`src/rtl/usb_irq_flags.sv`:
```
module usb_irq_flags #(
  parameter int AW = 3,
  parameter int DW = 8
) (
  input  logic          clk,
  input  logic          rst_n,
  input  logic [AW-1:0] addr,
  input  logic          wr_en,
  input  logic [DW-1:0] wdata,
  output logic [DW-1:0] rdata,
  input  logic          ev_in_nodata,
  input  logic          ev_in_acked,
  input  logic          vbus_sense,
  input  logic          ev_wake,
  input  logic          ev_suspend,
  input  logic          susp_ctrl,
  input  logic          cfg_valid,
  output logic          irq
);

  localparam logic [AW-1:0] A_FLAG0 = AW'(0);
  localparam logic [AW-1:0] A_FLAG1 = AW'(1);
  localparam logic [AW-1:0] A_EN0   = AW'(2);
  localparam logic [AW-1:0] A_EN1   = AW'(3);
  localparam logic [DW-1:0] M0      = DW'(8'h07);
  localparam logic [DW-1:0] M1_RW   = DW'(8'h0C);
  localparam logic [DW-1:0] M1_EN   = DW'(8'h2C);

  logic [DW-1:0] flag0_q, flag1_q, en0_q, en1_q;
  logic [2:0]    vb_q;
  logic          vb_edge;

  always_ff @(posedge clk) begin
    if (!rst_n) vb_q <= '0;
    else        vb_q <= {vb_q[1:0], vbus_sense};
  end
  assign vb_edge = vb_q[1] ^ vb_q[2];

  wire wr0 = wr_en && addr == A_FLAG0;
  wire wr1 = wr_en && addr == A_FLAG1;

  logic [DW-1:0] ev0, ev1, keep0, keep1, flag1_view;
  assign ev0   = DW'({ev_in_nodata, ev_in_acked, vb_edge});
  assign ev1   = DW'({susp_ctrl & ev_wake, susp_ctrl & ev_suspend, 2'b00});
  assign keep0 = wr0 ? wdata : '1;
  assign keep1 = wr1 ? wdata : '1;

  always_ff @(posedge clk) begin
    if (!rst_n) begin
      flag0_q <= '0;
      flag1_q <= '0;
      en0_q   <= '0;
      en1_q   <= '0;
    end else begin
      flag0_q <= ((flag0_q & keep0) | ev0) & M0;
      flag1_q <= ((flag1_q & keep1) | ev1) & M1_RW;
      if (wr_en && addr == A_EN0) en0_q <= wdata & M0;
      if (wr_en && addr == A_EN1) en1_q <= wdata & M1_EN;
    end
  end

  assign flag1_view = flag1_q | (cfg_valid ? DW'(8'h20) : '0);

  logic any_en;
  assign any_en = |(flag0_q & en0_q) | |(flag1_view & en1_q);

  always_ff @(posedge clk) begin
    if (!rst_n) begin
      irq   <= 1'b0;
      rdata <= '0;
    end else begin
      irq <= any_en;
      unique case (addr)
        A_FLAG0: rdata <= flag0_q;
        A_FLAG1: rdata <= flag1_view;
        A_EN0:   rdata <= en0_q;
        A_EN1:   rdata <= en1_q;
        default: rdata <= '0;
      endcase
    end
  end

  assert_clear_R3: assert property (@(posedge clk) disable iff (!rst_n)
    (wr0 && !wdata[1] && !ev_in_acked) |=> !flag0_q[1]);
  assert_keep_R3: assert property (@(posedge clk) disable iff (!rst_n)
    (wr0 && wdata[2]) |=> flag0_q[2] == $past(flag0_q[2] | ev_in_nodata));
  assert_event_wins_R4: assert property (@(posedge clk) disable iff (!rst_n)
    ev_in_acked |=> flag0_q[1]);
  assert_set_R2: assert property (@(posedge clk) disable iff (!rst_n)
    ev_in_nodata |=> flag0_q[2]);
  assert_qualified_R6: assert property (@(posedge clk) disable iff (!rst_n)
    (!susp_ctrl && !flag1_q[3] && !flag1_q[2]) |=> (!flag1_q[3] && !flag1_q[2]));
  assert_irq_rise_R8: assert property (@(posedge clk) disable iff (!rst_n)
    (|(flag0_q & en0_q)) |=> irq);
  assert_irq_fall_R8: assert property (@(posedge clk) disable iff (!rst_n)
    (!(|(flag0_q & en0_q)) && !(|(flag1_view & en1_q))) |=> !irq);
  assert_unused_R9: assert property (@(posedge clk) disable iff (!rst_n)
    rdata[7:6] == 2'b00);

endmodule

```
`config.mk`:
```
export PLATFORM = sky130hd
export DESIGN_NAME = usb_irq_flags
export DESIGN_NICKNAME = d
export VERILOG_FILES = /design/src/rtl/usb_irq_flags.sv
export SDC_FILE = /design/constraint.sdc
export NUM_CORES = 1
export LEC_CHECK = 0
export BUFFER_PORTS_ARGS = -buffer_cell sky130_fd_sc_hd__buf_2
export CELL_PAD_IN_SITES_DETAIL_PLACEMENT = 0
export CELL_PAD_IN_SITES_GLOBAL_PLACEMENT = 2
export CORE_AREA = 2 2 57 59
export DETAILED_ROUTE_END_ITERATION = 7
export DIE_AREA = 0 0 59 61
export PLACE_DENSITY = 0.74
export SLEW_MARGIN = 10
export SYNTH_ARGS = -nofsm -noshare
export SYNTH_HDL_FRONTEND = slang
export SYNTH_SLANG_ARGS = --single-unit
```
`constraint.sdc`:
```
create_clock -name clk -period 2.3 [get_ports clk]
set_clock_uncertainty 0.05 [all_clocks]
set_input_delay 0.345 -clock clk [delete_from_list [all_inputs] [get_ports clk]]
set_output_delay 0.345 -clock clk [all_outputs]
set_load 0.02 [all_outputs]
```
==> flow_metrics.py, run 1 <==
metrics = {
    "clock_network": {
        "cts_inserted_buffers": 3,
        "root_buffer": "clkbuf_4",
        "clock_latency_ns": 0.30,
        "cts_num_sinks": 20,
        "cts_setup_buffers": 0,
        "cts_hold_buffers": 0,
        "cts_buffer_depth": 2,
        "cts-resized-gates": 0,
        "h-tree-depth": 1,
        "clkTransAtPathRegs_ns": 0.12,
        "cts_tree": "built",
    },
    "min_path": {
        "min_path_type": "primary input to register",
        "worstHoldStart": "vbus_sense",
        "min_to": "vb_q[0]",
        "min_delay_path_depth": 2,
    },
    "grt": {
        "grt_util_met2_pct": 16.5,
        "overflow": 0,
        "antenna_found_initial": 0,
        "busiest_layer": "met2",
        "grt_use_met1_pct": 13.0,
        "grt.total_usage_pct": 10.5,
        "first_global_vias": 614,
        "grt_max_degree": 21,
        "use_met3_pct": 2.77,
        "grt_pass1_wl_microns": 2720,
    },
    "timing": {
        "rsz0062_at_grt": "false",
        "whs_ns": 0.202,
        "fmaxAchievable_mhz": 848,
        "finalSetupViolations": 0,
        "timing.final.hold_violations": 0,
        "min_period_ns": 1.18,
        "slew_viol_final": 0,
        "final.setup.tns_ns": 0,
        "fin_crit_sh_pct": 51.2,
    },
    "critical_path": {
        "r2r_slack_ns": 1.22,
        "crit_buf_inv": 1,
        "r2r-start": "flag0_q[2]",
        "crit_path_max_fanout": 1,
        "r2r-end": "rdata[2]",
        "critPathArrivalTime_ns": 0.78,
        "slowest_stage": "dfxtp_1",
        "end_kind": "primary output",
        "required_ns": 1.90,
        "path_class": "register to primary output",
        "slowest_delay_ns": 0.33,
        "path_delay_family": "flip-flops",
        "ff2ff_path_depth": 2,
        "start_kind": "register",
        "crit_chain": "buf_2",
    },
    "floorplanning": {
        "die-area_sq_um": 3600,
        "initial_core_util_pct": 27.8,
        "die_h_microns": 61,
        "fp-row-count": 20,
        "pin_count": 30,
        "core-area_sq_um": 2950,
        "die_w_microns": 59,
    },
    "pwr": {
        "pwr-share-seq_pct": 51.4,
        "swShare_pct": 21.1,
        "p_comb_share_pct": 9.5,
        "pwr-share-clk_pct": 39.2,
        "p_switching_mw": 0.151,
        "cellLeakagePower_nw": 0.417,
        "p_per_area_nw_per_um2": 724,
        "power.internal_mw": 0.565,
        "total_power_mw": 0.716,
        "ir_drop_mv": 0.190,
    },
    "yosys": {
        "ys_ff_latch": 20,
        "yosysMostFrequentCell": "dfxtp_1",
        "synth_top_area_share_pct": 48.7,
        "synth_area_sq_um": 822,
        "synthArstFlopShare_pct": 0,
        "synth_edf_count": 0,
        "synthFlopType": "dfxtp_1",
        "synth_cell_types": 26,
        "yosysSeqAreaShare_pct": 48.7,
        "syn_avg_cell_area_sq_um": 9.56,
        "yosysTopAreaCell": "dfxtp_1",
        "synth_area_leaders": "dfxtp_1, mux2i_1, o21ai_1",
        "synth_warnings": 0,
        "synthCells": 86,
        "yosys-top-cells-count": "dfxtp_1, nand2_1, o21ai_1, a21oi_1, nand3_1",
    },
    "cells_and_area": {
        "regArea_sq_um": 400,
        "nets": 130,
        "n_fill_cell": 330,
        "multiInputGateArea_sq_um": 377,
        "antenna_cells": 0,
        "areaGrowthSynthToFinish_pct": 20.4,
        "layout-drive-gt1-share_pct": 28.7,
    },
    "drt": {
        "vias": 638,
        "dr.first_iter.drc_count": 7,
        "vias_per_cell": 4.52,
        "postRouteAntennaNets": 0,
        "drc": 0,
        "avgRoutedWirePerCell_microns": 11.9,
        "routed_wl_microns": 1680,
        "firstDrtPassIters": 2,
    },
    "placed_design": {
        "place.gp.congestion": 0.723,
        "hpwl_microns": 1320,
        "port-buffer-count": 23,
    },
    "flow_run": {
        "drv_cap": 0,
    },
    "run_status": {
        "status": "complete, no violations",
    },
}
-- power groups by stage --
| stage | registers [mW] | clock network (mW) | logic, mW |
|---|---|---|---|
| 3_3_place_gp | 0.376 | 0 | 0.0676 |
| 3_5_place_dp | 0.376 | 0 | 0.0689 |
| 5_1_grt | 0.370 | 0.306 | 0.0763 |
| 2_1_floorplan | 0.376 | 0 | 0.0472 |
| 6_report | 0.368 | 0.281 | 0.0678 |
| 4_1_cts | 0.368 | 0.294 | 0.0689 |
-- placed cells by master, fill, tap and decap left out, drive strengths merged --
| cell type | Yosys | routed |
|---|---|---|
| a21oi | 6 | 6 |
| a22oi | 3 | 3 |
| a31oi | 1 | 1 |
| and2 | 3 | 3 |
| and4bb | 1 | 1 |
| buf | 7 | 23 |
| bufinv | 0 | 1 |
| clkbuf | 0 | 3 |
| conb | 1 | 3 |
| dfxtp | 20 | 20 |
| inv | 1 | 1 |
| mux2i | 4 | 4 |
| mux4 | 1 | 1 |
| nand2 | 8 | 8 |
| nand2b | 2 | 2 |
| nand3 | 6 | 6 |
| nand3b | 1 | 1 |
| nand4b | 1 | 1 |
| nand4bb | 1 | 1 |
| nor2 | 4 | 4 |
| nor2b | 1 | 1 |
| nor3 | 2 | 2 |
| nor4b | 1 | 1 |
| o21ai | 10 | 10 |
| xor2 | 1 | 1 |
-- worst max path at each step --
stage                  from          to  slack [ns]  cells past startpoint
floorplan           addr[0]    rdata[2]        1.08                      3
global placement    addr[1]  flag0_q[0]        0.96                      4
detailed placement  addr[1]  flag0_q[0]        0.96                      4
CTS                     irq         irq        1.10                      1
global route            irq         irq        1.06                      1
finish                  irq         irq        1.12                      1
-- cells by family after synthesis --
family                 after synthesis  synth area share, %
multiplexers                         5                 7.61
XOR/XNOR                             1                 1.07
other                                1                0.456
AO/OA/AOI/OAI                       20                 13.2
flip-flops                          20                 48.7
AND/OR/NAND/NOR                     31                 22.5
buffers and inverters                8                 6.39
-- metal layers --
metal  vias up  share of wire (%)  wire (microns)
met5         -                  0               0
met4         0                1.3              21
met3         2                5.1              85
met2        15                 47             786
met1       282                 47             783
li1        339                  -               -
-- sequential cells by signal, summed over array words and instances (netlist names) --
register  cells
en0_q         3
vb_q          3
irq           1
en1_q         3
rdata         5
flag1_q       2
flag0_q       3
-- per-stage QoR --
step / setup WS (ns) / utilization [%] / std cells / cell area [sq um]
floorplan: 1.08 / - / 88 / 830
global placement: 0.958 / 31.7 / 137 / 937
detailed placement: 0.957 / 31.7 / 137 / 937
CTS: 1.10 / 33.5 / 141 / 990
global route: 1.06 / 33.5 / 141 / 990
finish: 1.12 / 33.5 / 141 / 990
-- layout make-up --
class,count,area share [%]
well taps,33,4.17
clock inverters,1,3.03
inverters,1,0.379
repair buffers,23,11.6
clock buffers,3,2.28
flip-flops and latches,20,40.5
multi-input cells,60,38.1
(Power assumes the default switching activity.)
==> run 2: changes to the inputs <==
--- a/config.mk
+++ b/config.mk
@@ -8,10 +8,10 @@
 export BUFFER_PORTS_ARGS = -buffer_cell sky130_fd_sc_hd__buf_2
 export CELL_PAD_IN_SITES_DETAIL_PLACEMENT = 0
 export CELL_PAD_IN_SITES_GLOBAL_PLACEMENT = 2
-export CORE_AREA = 2 2 57 59
+export CORE_AREA = 2 2 62 64
 export DETAILED_ROUTE_END_ITERATION = 7
-export DIE_AREA = 0 0 59 61
-export PLACE_DENSITY = 0.74
+export DIE_AREA = 0 0 64 66
+export PLACE_DENSITY = 0.66
 export SLEW_MARGIN = 10
 export SYNTH_ARGS = -nofsm -noshare
 export SYNTH_HDL_FRONTEND = slang
==> constraint.sdc (replaced) <==
create_clock -name clk -period 1 [get_ports clk]
set_clock_uncertainty 0.05 [all_clocks]
set_input_delay 0.15 -clock clk [delete_from_list [all_inputs] [get_ports clk]]
set_output_delay 0.15 -clock clk [all_outputs]
set_load 0.02 [all_outputs]
==> run 2 against run 1 <==
  * The run now ends with negative setup slack left
  * Utilization decreased by 3.4 points
  * Register-to-register slack got worse by 1.3 ns
  * Highest routed layer unchanged
  * Hold slack got worse by 0.19 ns
  * Cell area increased by 8.0%
  * Sequential share of layout area decreased by 3.0 points
  * Non-clock buffer count increased by 10
  * Setup slack got worse by 1.2 ns
  * Cell count increased by 17%
  * Global-route usage decreased by 0.73 points
  * Critical path depth increased by 1
  * Wire length increased by 10%
==> flow_metrics.py, run 2 (same netlist as run 1, synthesis figures left out) <==
metrics = {
    "drt": {
        "vias": 689,
        "vias_per_cell": 4.18,
        "firstDrtPassIters": 4,
        "routed_wl_microns": 1850,
        "dr.first_iter.drc_count": 36,
        "postRouteAntennaNets": 0,
        "drc": 0,
        "avgRoutedWirePerCell_microns": 11.2,
    },
    "pwr": {
        "p_per_area_nw_per_um2": 1310,
        "ir_drop_mv": 0.509,
        "pwr-share-clk_pct": 26.3,
        "p_switching_mw": 0.343,
        "swShare_pct": 24.5,
        "total_power_mw": 1.40,
        "cellLeakagePower_nw": 0.452,
        "p_comb_share_pct": 13.3,
        "pwr-share-seq_pct": 60.4,
        "power.internal_mw": 1.06,
    },
    "critical_path": {
        "crit_chain": "mux4_2 > nor2b_4",
        "start_kind": "register",
        "slowest_delay_ns": 0.45,
        "path_delay_family": "multiplexers",
        "slowest_stage": "mux4_2",
        "crit_path_max_fanout": 3,
        "crit_buf_inv": 0,
        "path_depth": 2,
        "critPathLaunch": "flag0_q[2]",
        "end_kind": "register",
        "path_class": "register to register",
        "r2r-start": "flag0_q[2]",
        "required_ns": 1.15,
        "ff2ff_path_depth": 2,
        "critPathArrivalTime_ns": 1.21,
    },
    "cells_and_area": {
        "n_fill_cell": 379,
        "largest_reg_flops": 5,
        "final_cell_mix": "dfxtp_1, buf_2, buf_4, nand2_1, o21ai_1",
        "layout_commonest_cell": "dfxtp_1",
        "layout-drive-gt1-share_pct": 34.2,
        "antenna_cells": 0,
        "regArea_sq_um": 400,
        "areaGrowthSynthToFinish_pct": 30.0,
        "nets": 140,
        "top_register": "rdata",
        "multiInputGateArea_sq_um": 377,
    },
    "placed_design": {
        "port-buffer-count": 23,
        "hpwl_microns": 1470,
        "place.gp.congestion": 0.763,
    },
    "timing": {
        "fin_crit_sh_pct": 107,
        "min_period_ns": 1.07,
        "rsz0062_at_grt": "true",
        "slew_viol_final": 0,
        "whs_ns": 0.0142,
        "timing.final.hold_violations": 0,
        "final.setup.tns_ns": -0.0658,
        "finalSetupViolations": 1,
        "setup_ws_ns": -0.0658,
        "fmaxAchievable_mhz": 938,
    },
    "clock_network": {
        "clock_latency_ns": 0.29,
        "cts_inserted_buffers": 3,
        "h-tree-depth": 1,
        "root_buffer": "clkbuf_4",
        "cts_setup_buffers": 0,
        "cts_num_sinks": 20,
        "clkTransAtPathRegs_ns": 0.10,
        "cts_buffer_depth": 2,
        "cts_hold_buffers": 0,
        "cts_tree": "built",
    },
    "grt": {
        "grt_max_degree": 11,
        "grt_pass1_wl_microns": 3090,
        "antenna_found_initial": 0,
        "grt.total_usage_pct": 9.73,
        "first_global_vias": 650,
        "overflow": 0,
    },
    "floorplanning": {
        "pin_count": 30,
        "initial_core_util_pct": 23.2,
        "die_w_microns": 64,
        "fp-row-count": 22,
        "die_h_microns": 66,
        "die-area_sq_um": 4220,
        "core-area_sq_um": 3550,
    },
    "min_path": {
        "worstHoldStart": "vbus_sense",
        "min_delay_path_depth": 2,
        "min_path_type": "primary input to register",
    },
    "run_status": {
        "violations": "negative setup slack",
        "status": "complete, but fails checks",
    },
    "flow_run": {
        "drv_cap": 0,
    },
}
[run 2: power groups by stage]
stage	logic (mW)	clock network [mW]	registers, mW
6_report	0.186	0.369	0.846
2_1_floorplan	0.109	0	0.864
3_3_place_gp	0.183	0	0.864
4_1_cts	0.186	0.395	0.846
5_1_grt	0.208	0.440	0.850
3_5_place_dp	0.186	0	0.864
[run 2: metrics by stage]
| stage | instances | util, % | cell area (sq um) | worst slack, ns |
|---|---|---|---|---|
| 6_report | 165 | 30.1 | 1070 | -0.0658 |
| 5_1_grt | 165 | 30.1 | 1070 | -0.102 |
| 4_1_cts | 165 | 29.7 | 1050 | -0.0714 |
| 3_5_place_dp | 162 | 29.0 | 1030 | -0.107 |
| 3_3_place_gp | 162 | 29.0 | 1030 | -0.0999 |
| 2_1_floorplan | 88 | - | 830 | -0.0356 |
[run 2: final timing paths]
check                   to  slack, ns
setup reg to reg  rdata[2]      -0.07
hold reg to reg    vb_q[1]       0.41
hold / removal     vb_q[0]       0.01
setup / recovery  rdata[2]      -0.07
[run 2: layout make-up]
type | instances | share of cell area, %
clock buffers | 3 | 2.11
inverters | 1 | 0.351
multi-input cells | 60 | 35.2
flip-flops and latches | 20 | 37.5
well taps | 48 | 5.62
repair buffers | 33 | 19.2
[run 2: repair_timing]
action,in CTS,in global routing
gates resized for setup,0,6
endpoints found under the setup margin,1,7
pin swaps,0,0
[run 2: per-layer routing]
| layer | up-vias | GRT usage, % | part of all wire [%] |
|---|---|---|---|
| met5 | - | 0 | 0 |
| met4 | 0 | 3.26 | 1.0 |
| met3 | 2 | 3.24 | 6.1 |
| met2 | 21 | 15.6 | 44 |
| met1 | 309 | 12.2 | 49 |
| li1 | 357 | - | - |
